==> src/rtl/hdrp_pkg.sv <==
package hdrp_pkg;
  typedef enum logic [2:0] {
    ST_HDR,
    ST_REC,
    ST_SEEK,
    ST_SIZES,
    ST_FIN,
    ST_ERR
  } hdrp_state_e;
endpackage

==> src/rtl/hdrp_lut_walk.sv <==
module hdrp_lut_walk #(
  parameter int REC_LEN = 9,
  parameter int OFF_W   = 32
) (
  input  logic             clk,
  input  logic             rst,
  input  logic             beat,
  input  logic [7:0]       byte_i,
  output logic             field_ok,
  output logic             rec_end,
  output logic [7:0]       rec_id,
  output logic [OFF_W-1:0] rec_start
);
  localparam int IDX_W = $clog2(REC_LEN);
  localparam int SB    = OFF_W / 8;

  logic [IDX_W-1:0] idx_q;
  logic [7:0]       id_q;
  logic [OFF_W-9:0] part_q;

  assign field_ok  = beat && (idx_q == IDX_W'(SB));
  assign rec_end   = beat && (idx_q == IDX_W'(REC_LEN - 1));
  assign rec_id    = id_q;
  assign rec_start = {byte_i, part_q};

  always_ff @(posedge clk) begin
    if (rst) begin
      idx_q  <= '0;
      id_q   <= '0;
      part_q <= '0;
    end else if (beat) begin
      idx_q <= (idx_q == IDX_W'(REC_LEN - 1)) ? '0 : idx_q + 1'b1;
      if (idx_q == '0) id_q <= byte_i;
      for (int k = 1; k < SB; k++) begin
        if (idx_q == IDX_W'(k)) part_q[(k-1)*8 +: 8] <= byte_i;
      end
    end
  end


  idx_in_range_chk: assert property (@(posedge clk) disable iff (rst)
    idx_q < IDX_W'(REC_LEN));
endmodule

==> src/rtl/hdrp_size_sum.sv <==
module hdrp_size_sum #(
  parameter int FW    = 22,
  parameter int SCALE = 16,
  parameter int SUM_W = 32,
  parameter int CNT_W = 16
) (
  input  logic             clk,
  input  logic             rst,
  input  logic             beat,
  input  logic [7:0]       byte_i,
  output logic             emit,
  output logic [CNT_W-1:0] nfield,
  output logic [SUM_W-1:0] sum
);
  localparam int ACC_W = FW + 8;
  localparam int BC_W  = $clog2(ACC_W + 1);
  localparam bit POW2  = (SCALE & (SCALE - 1)) == 0;
  localparam int SH    = $clog2(SCALE);

  logic [ACC_W-1:0] acc_q, acc_in;
  logic [BC_W-1:0]  nb_q, nb_in;
  logic [FW-1:0]    field;
  logic [SUM_W-1:0] scaled;

  assign acc_in = acc_q | (ACC_W'(byte_i) << nb_q);
  assign nb_in  = nb_q + BC_W'(8);
  assign emit   = beat && (nb_in >= BC_W'(FW));
  assign field  = acc_in[FW-1:0];

  generate
    if (POW2) begin : g_shift
      assign scaled = SUM_W'(field) << SH;
    end else begin : g_mul
      assign scaled = SUM_W'(field) * SUM_W'(SCALE);
    end
  endgenerate

  always_ff @(posedge clk) begin
    if (rst) begin
      acc_q  <= '0;
      nb_q   <= '0;
      sum    <= '0;
      nfield <= '0;
    end else if (beat) begin
      if (emit) begin
        acc_q  <= acc_in >> FW;
        nb_q   <= nb_in - BC_W'(FW);
        sum    <= sum + scaled;
        nfield <= nfield + 1'b1;
      end else begin
        acc_q <= acc_in;
        nb_q  <= nb_in;
      end
    end
  end


  bits_held_chk: assert property (@(posedge clk) disable iff (rst)
    nb_q < BC_W'(FW));
endmodule

==> src/rtl/img_hdr_parser.sv <==
module img_hdr_parser
  import hdrp_pkg::*;
#(
  parameter int          POS_W       = 32,
  parameter int          SUM_W       = 32,
  parameter int          CNT_W       = 16,
  parameter int          FIELD_W     = 22,
  parameter int          FRAME_BYTES = 16,
  parameter int          REC_BYTES   = 9,
  parameter int          OFF_HSIZE   = 24,
  parameter int          OFF_COUNT   = 55,
  parameter logic [7:0]  ID_PAYLOAD  = 8'd8,
  parameter logic [7:0]  ID_TABLE    = 8'd5
) (
  input  logic             clk,
  input  logic             rst,
  input  logic             in_valid,
  input  logic [7:0]       in_data,
  output logic             in_ready,
  output logic [POS_W-1:0] payload_start,
  output logic [SUM_W-1:0] payload_size,
  output logic             done,
  output logic             parse_err
);
  localparam int         CNT_BYTES = CNT_W / 8;
  localparam int         MIN_TABLE = OFF_COUNT + CNT_BYTES;
  localparam logic [7:0] HS_MIN    = 8'(OFF_HSIZE + 1);

  hdrp_state_e      st_q;
  logic [POS_W-1:0] pos_q, p_q, s_q, s_now, rec_start;
  logic [7:0]       hs_q, hs_cur, nrec_q, rcnt_q, rec_id;
  logic [CNT_W-1:0] cnt_q, nfield;
  logic             pf_q, sf_q, rdy_q, done_q, err_q;
  logic             beat, rec_beat, tbl_beat, at_cnt;
  logic             field_ok, rec_end, hit_p, hit_s, both_now, table_ok;
  logic             emit, last_field;

  assign beat     = in_valid && rdy_q;
  assign rec_beat = beat && (st_q == ST_REC);
  assign tbl_beat = beat && ((st_q == ST_SIZES) ||
                    ((st_q == ST_SEEK) && (pos_q == s_q) && (cnt_q != '0)));

  assign hs_cur = (pos_q == POS_W'(OFF_HSIZE)) ? in_data : hs_q;
  assign at_cnt = (pos_q >= POS_W'(OFF_HSIZE)) &&
                  (pos_q == POS_W'(hs_cur) - POS_W'(1));

  hdrp_lut_walk #(.REC_LEN(REC_BYTES), .OFF_W(POS_W)) u_walk (
    .clk      (clk),
    .rst      (rst),
    .beat     (rec_beat),
    .byte_i   (in_data),
    .field_ok (field_ok),
    .rec_end  (rec_end),
    .rec_id   (rec_id),
    .rec_start(rec_start)
  );

  hdrp_size_sum #(.FW(FIELD_W), .SCALE(FRAME_BYTES), .SUM_W(SUM_W), .CNT_W(CNT_W)) u_sum (
    .clk   (clk),
    .rst   (rst),
    .beat  (tbl_beat),
    .byte_i(in_data),
    .emit  (emit),
    .nfield(nfield),
    .sum   (payload_size)
  );

  assign hit_p      = field_ok && (rec_id == ID_PAYLOAD);
  assign hit_s      = field_ok && (rec_id == ID_TABLE);
  assign s_now      = hit_s ? rec_start : s_q;
  assign both_now   = field_ok && (pf_q || hit_p) && (sf_q || hit_s);
  assign table_ok   = (s_now > pos_q) && (s_now >= POS_W'(MIN_TABLE));
  assign last_field = emit && (CNT_W'(nfield + 1'b1) == cnt_q);

  always_ff @(posedge clk) begin
    if (rst) begin
      st_q   <= ST_HDR;
      pos_q  <= '0;
      hs_q   <= '0;
      nrec_q <= '0;
      rcnt_q <= '0;
      cnt_q  <= '0;
      p_q    <= '0;
      s_q    <= '0;
      pf_q   <= 1'b0;
      sf_q   <= 1'b0;
      rdy_q  <= 1'b1;
      done_q <= 1'b0;
      err_q  <= 1'b0;
    end else if (beat) begin
      pos_q <= pos_q + 1'b1;
      for (int k = 0; k < CNT_BYTES; k++) begin
        if (pos_q == POS_W'(OFF_COUNT + k)) cnt_q[k*8 +: 8] <= in_data;
      end
      case (st_q)
        ST_HDR: begin
          if (pos_q == POS_W'(OFF_HSIZE)) hs_q <= in_data;
          if ((pos_q == POS_W'(OFF_HSIZE)) && (in_data < HS_MIN)) begin
            st_q <= ST_ERR; err_q <= 1'b1; rdy_q <= 1'b0;
          end else if (at_cnt) begin
            nrec_q <= in_data;
            if (in_data == 8'd0) begin
              st_q <= ST_ERR; err_q <= 1'b1; rdy_q <= 1'b0;
            end else begin
              st_q <= ST_REC;
            end
          end
        end
        ST_REC: begin
          if (hit_p) begin p_q <= rec_start; pf_q <= 1'b1; end
          if (hit_s) begin s_q <= rec_start; sf_q <= 1'b1; end
          if (both_now) begin
            if (table_ok) st_q <= ST_SEEK;
            else begin st_q <= ST_ERR; err_q <= 1'b1; rdy_q <= 1'b0; end
          end else if (rec_end) begin
            rcnt_q <= rcnt_q + 8'd1;
            if (8'(rcnt_q + 8'd1) == nrec_q) begin
              st_q <= ST_ERR; err_q <= 1'b1; rdy_q <= 1'b0;
            end
          end
        end
        ST_SEEK: begin
          if (pos_q == s_q) begin
            if (cnt_q == '0) begin
              st_q <= ST_FIN; done_q <= 1'b1; rdy_q <= 1'b0;
            end else begin
              st_q <= ST_SIZES;
            end
          end
        end
        ST_SIZES: begin
          if (last_field) begin
            st_q <= ST_FIN; done_q <= 1'b1; rdy_q <= 1'b0;
          end
        end
        default: ;
      endcase
    end
  end

  assign in_ready      = rdy_q;
  assign done          = done_q;
  assign parse_err     = err_q;
  assign payload_start = p_q;


  done_err_excl_chk: assert property (@(posedge clk) disable iff (rst)
    !(done && parse_err));

  done_sticky_chk: assert property (@(posedge clk) disable iff (rst)
    done |=> done && !in_ready);

  err_sticky_chk: assert property (@(posedge clk) disable iff (rst)
    parse_err |=> parse_err && !in_ready);

  result_hold_chk: assert property (@(posedge clk) disable iff (rst)
    (done || parse_err) |=> $stable(payload_size) && $stable(payload_start));

  done_on_beat_chk: assert property (@(posedge clk) disable iff (rst)
    $rose(done) |-> $past(in_valid && in_ready));

  table_after_count_chk: assert property (@(posedge clk) disable iff (rst)
    (st_q == ST_SIZES) |-> (pos_q > POS_W'(MIN_TABLE)));
endmodule

==> config.mk <==
export PLATFORM = sky130hd
export DESIGN_NAME = img_hdr_parser
export DESIGN_NICKNAME = d
export VERILOG_FILES = /design/src/rtl/hdrp_pkg.sv /design/src/rtl/hdrp_lut_walk.sv /design/src/rtl/hdrp_size_sum.sv /design/src/rtl/img_hdr_parser.sv
export SDC_FILE = /design/constraint.sdc
export NUM_CORES = 1
export LEC_CHECK = 0
export CAP_MARGIN = 20
export CORE_UTILIZATION = 50
export DETAILED_ROUTE_END_ITERATION = 12
export DONT_BUFFER_PORTS = 1
export HOLD_SLACK_MARGIN = 0.02
export SYNTH_ARGS = -nofsm -noshare
export SYNTH_HDL_FRONTEND = slang
export SYNTH_SLANG_ARGS = --single-unit
export TNS_END_PERCENT = 10
==> constraint.sdc <==
create_clock -name clk -period 8.4 [get_ports clk]
set_input_delay 0.84 -clock clk [delete_from_list [all_inputs] [get_ports clk]]
set_output_delay 0.84 -clock clk [all_outputs]
set_load 0.05 [all_outputs]
==> flow_metrics.tcl <==
set metrics [dict create \
    clkSinkCount 258 \
    yosys_warnings 0 \
    period_needed_ps 5070 \
    final_layout_size_suffix_gt1_share_pct 6.84 \
    num_antenna_cells 0 \
    core_mm2 0.0281 \
    path_max_fanout 34 \
    netlist_instances 1781 \
    instances_no_fill 2117 \
    ctsHoldBuffers 0 \
    initial_core_util_pct 51.4 \
    drc 0 \
    ant_nets 0 \
    finalSetupTns_ps 0 \
    endpoint "st_q[0]$_SDFFE_PP0P_" \
    cp-start-kind "flop" \
    placedCellCount 2065 \
    ys_seq_elements 258 \
    reg2reg_to "st_q[0]$_SDFFE_PP0P_" \
    yosysUniqueCellTypes 77 \
    grt_use_total_pct 26.7 \
    p_per_area_mw_per_mm2 169 \
    rsz0062_at_grt "no" \
    overflow 0 \
    io_buffers 0 \
    reg2reg_depth 13 \
    dr_total_vias 12300 \
    place.gp.congestion 0.917 \
    synth_edf_count 0 \
    slew_headroom_pct 29.9 \
    max_clock_freq_mhz 197 \
    worst_skew_pair.late_latency_ps 550 \
    clkTransAtPathRegs_ps 60 \
    holdCritPathClass "in -> reg" \
    final_hold_viol_count 0 \
    cts_buffer_depth 3 \
    chipWidth_um 172 \
    final_nets 1798 \
    crit_type "reg -> reg" \
    synth.avg_cell_area_um2 8.10 \
    async_reset_ff_share_pct 0 \
    viasPerCell 5.81 \
    r2r_start "in_ready$_SDFFE_PP1P_" \
    post_cts_buffers 0 \
    antenna_found_initial 0 \
    grt_pass1_vias 11400 \
    fill_cells 2670 \
    numCtsBuffers 29 \
    die-area_mm2 0.0295 \
    finalSetupViolCount 0 \
    grt_max_degree 245 \
    critPathArrivalTime_ps 5480 \
    maxCapViolCount 0 \
    first_iter_violations 998 \
    pin_count 78 \
    max-vdd-ir-drop_v 0.000152 \
    cts_tree "done" \
    htree_levels 1 \
    tightest_slew_ps 1040 \
    syn-cell-area_mm2 0.0144 \
    startpoint "in_ready$_SDFFE_PP1P_" \
    area_growth_pct 8.16 \
    wire_per_inst_um 18.7 \
    skew_ps 9.11 \
    dpl.hpwl_um 26900 \
    cts_root_buf "clkbuf_16" \
    required_ps 8810 \
    ys_seq_area_share_pct 35.8 \
    wl_um 39500 \
    status "finished clean" \
    cp-end-kind "flop" \
    cts_resized 0 \
    slew_viol_final 0 \
    p_leak_nw 6.17 \
    rrSetupSlack_ps 3330 \
    finalCritPeriodShare_pct 60.3 \
    grt_pass1_wl_um 62400 \
    die_y_um 172 \
    ys.flop_type "dfxtp_1" \
    rows 61 \
    detail_route.first_pass.iterations 6 \
]
cells in the mapped netlist (all sizes together) (8+ instances only):
master	n	area (um2)
a21o	21	158
a211oi	13	97.6
o21a	15	113
o211ai	9	67.6
inv	53	199
or3	11	68.8
nand4	31	194
nand2b	15	93.8
o31ai	8	60.1
nor2b	48	300
o21ai	50	250
mux2	36	405
nand3	68	340
mux2i	44	440
nand2	227	855
ha	66	826
xor2	63	552
nor4	48	334
a21oi	155	776
or4	9	78.8
dfxtp	258	5160
and3	19	119
or2	8	50.1
xnor2	80	701
a31oi	13	81.3
buf	11	63.8
clkbuf	94	353
nor2	172	646
nor3	32	160
power by group:
part           total, mW  leakage (nW)  internal [mW]  switching [mW]
Combinational     0.0620          3.60         0.0249          0.0370
Clock               1.34         0.493          0.833           0.507
Sequential          1.23          2.08           1.23         0.00328
Total               2.63          6.17           2.08           0.547
worst min-delay path by stage:
stage	cells after the start	slack [ps]	to	startpoint
detailed placement	2	450	u_walk.rec_id[4]$_SDFFE_PP0P_	u_walk.rec_id[4]$_SDFFE_PP0P_
floorplan	2	430	u_sum.acc_q[18]$_SDFFE_PP0P_	u_sum.acc_q[18]$_SDFFE_PP0P_
finish	1	390	u_sum.sum[24]$_SDFFE_PP0P_	rst
global placement	2	440	u_sum.acc_q[19]$_SDFFE_PP0P_	u_sum.acc_q[19]$_SDFFE_PP0P_
CTS	1	350	u_sum.nfield[1]$_SDFFE_PP0P_	rst
global route	1	360	u_sum.sum[30]$_SDFFE_PP0P_	rst
area by class of cell:
cell class / instances / area, um2 / area share, %
clock inverters: 10 / 178 / 1.14
repair buffers: 10 / 92.6 / 0.593
multi-input cells: 1367 / 8670 / 55.5
well taps: 378 / 473 / 3.03
inverters: 54 / 203 / 1.30
clock buffers: 40 / 827 / 5.30
flip-flops and latches: 258 / 5160 / 33.1
critical path: stages (launching register included):
cell and delay, ps:
dfxtp_1 720, nand3b_1 310, nor3_1 560, nand2_1 90
buf_4 300, mux2_2 350, ha_1 310, nand4_1 130
nor4_1 720, o32ai_1 250, a211oi_1 570, o21ai_0 160
a2111oi_0 340, a211oi_1 90
kinds of logic (layout without fill, tap and decap cells):
kind of cell	Yosys count	count (layout)	share of synthesized area, %
DFF	258	258	35.8
AOI/OAI and AO/OA	348	348	15.0
xor gates and xnor gates	143	143	8.68
and+or+nand+nor	725	725	24.5
muxes	80	80	5.86
adders and majority gates	67	67	5.86
other	1	4	0.0260
buffers and inverters	159	114	4.29
layer usage:
| metal | up-vias | part of all wire [%] | global-route usage [%] |
|---|---|---|---|
| li1 | 6117 | - | - |
| met2 | 275 | 44 | 42.2 |
| met4 | 0 | 2.4 | 7.04 |
| met3 | 62 | 4.9 | 3.85 |
| met5 | - | 0 | 0 |
| met1 | 5851 | 48 | 37.8 |
through the flow:
stage / hold WS [ps] / cell area [um2] / worst slack (ps) / util (%) / total power, mW
2_1_floorplan: 428 / 14400 / 4220 / - / 1.33
3_3_place_gp: 439 / 14600 / 3660 / 51.9 / 1.32
3_5_place_dp: 449 / 14600 / 3490 / 51.9 / 1.32
4_1_cts: 355 / 15600 / 3480 / 55.5 / 2.66
5_1_grt: 357 / 15600 / 2980 / 55.6 / 2.71
6_report: 390 / 15600 / 3330 / 55.6 / 2.63
registers in the layout, indices dropped and copies added (netlist names):
name and cells:
cnt_q 16, done 1, hs_q 8, in_ready 1, nrec_q 8, parse_err 1, payload_start 32, pf_q 1
pos_q 32, rcnt_q 8, s_q 32, sf_q 1, st_q 3, u_sum.acc_q 30, u_sum.nb_q 4, u_sum.nfield 16
u_sum.sum 28, u_walk.idx_q 4, u_walk.part_q 24, u_walk.rec_id 8
cells in the final DEF, fill, tap and decap left out, types with 9 or more instances in the layout:
cell	n
nand2b_1	15
nor3_1	30
and3_1	19
o21a_1	15
xnor2_1	80
a21oi_1	155
o211ai_1	9
a211oi_1	13
xor2_1	63
or3_1	11
mux2i_1	44
inv_1	53
a31oi_1	13
nor4_1	44
nor2_1	171
o21ai_0	50
dfxtp_1	258
ha_1	66
nor2b_1	48
nand4_1	31
mux2_2	36
clkbuf_16	29
nand2_1	226
a21o_1	21
nand3_1	68
Power figures use the tool's default switching activity.
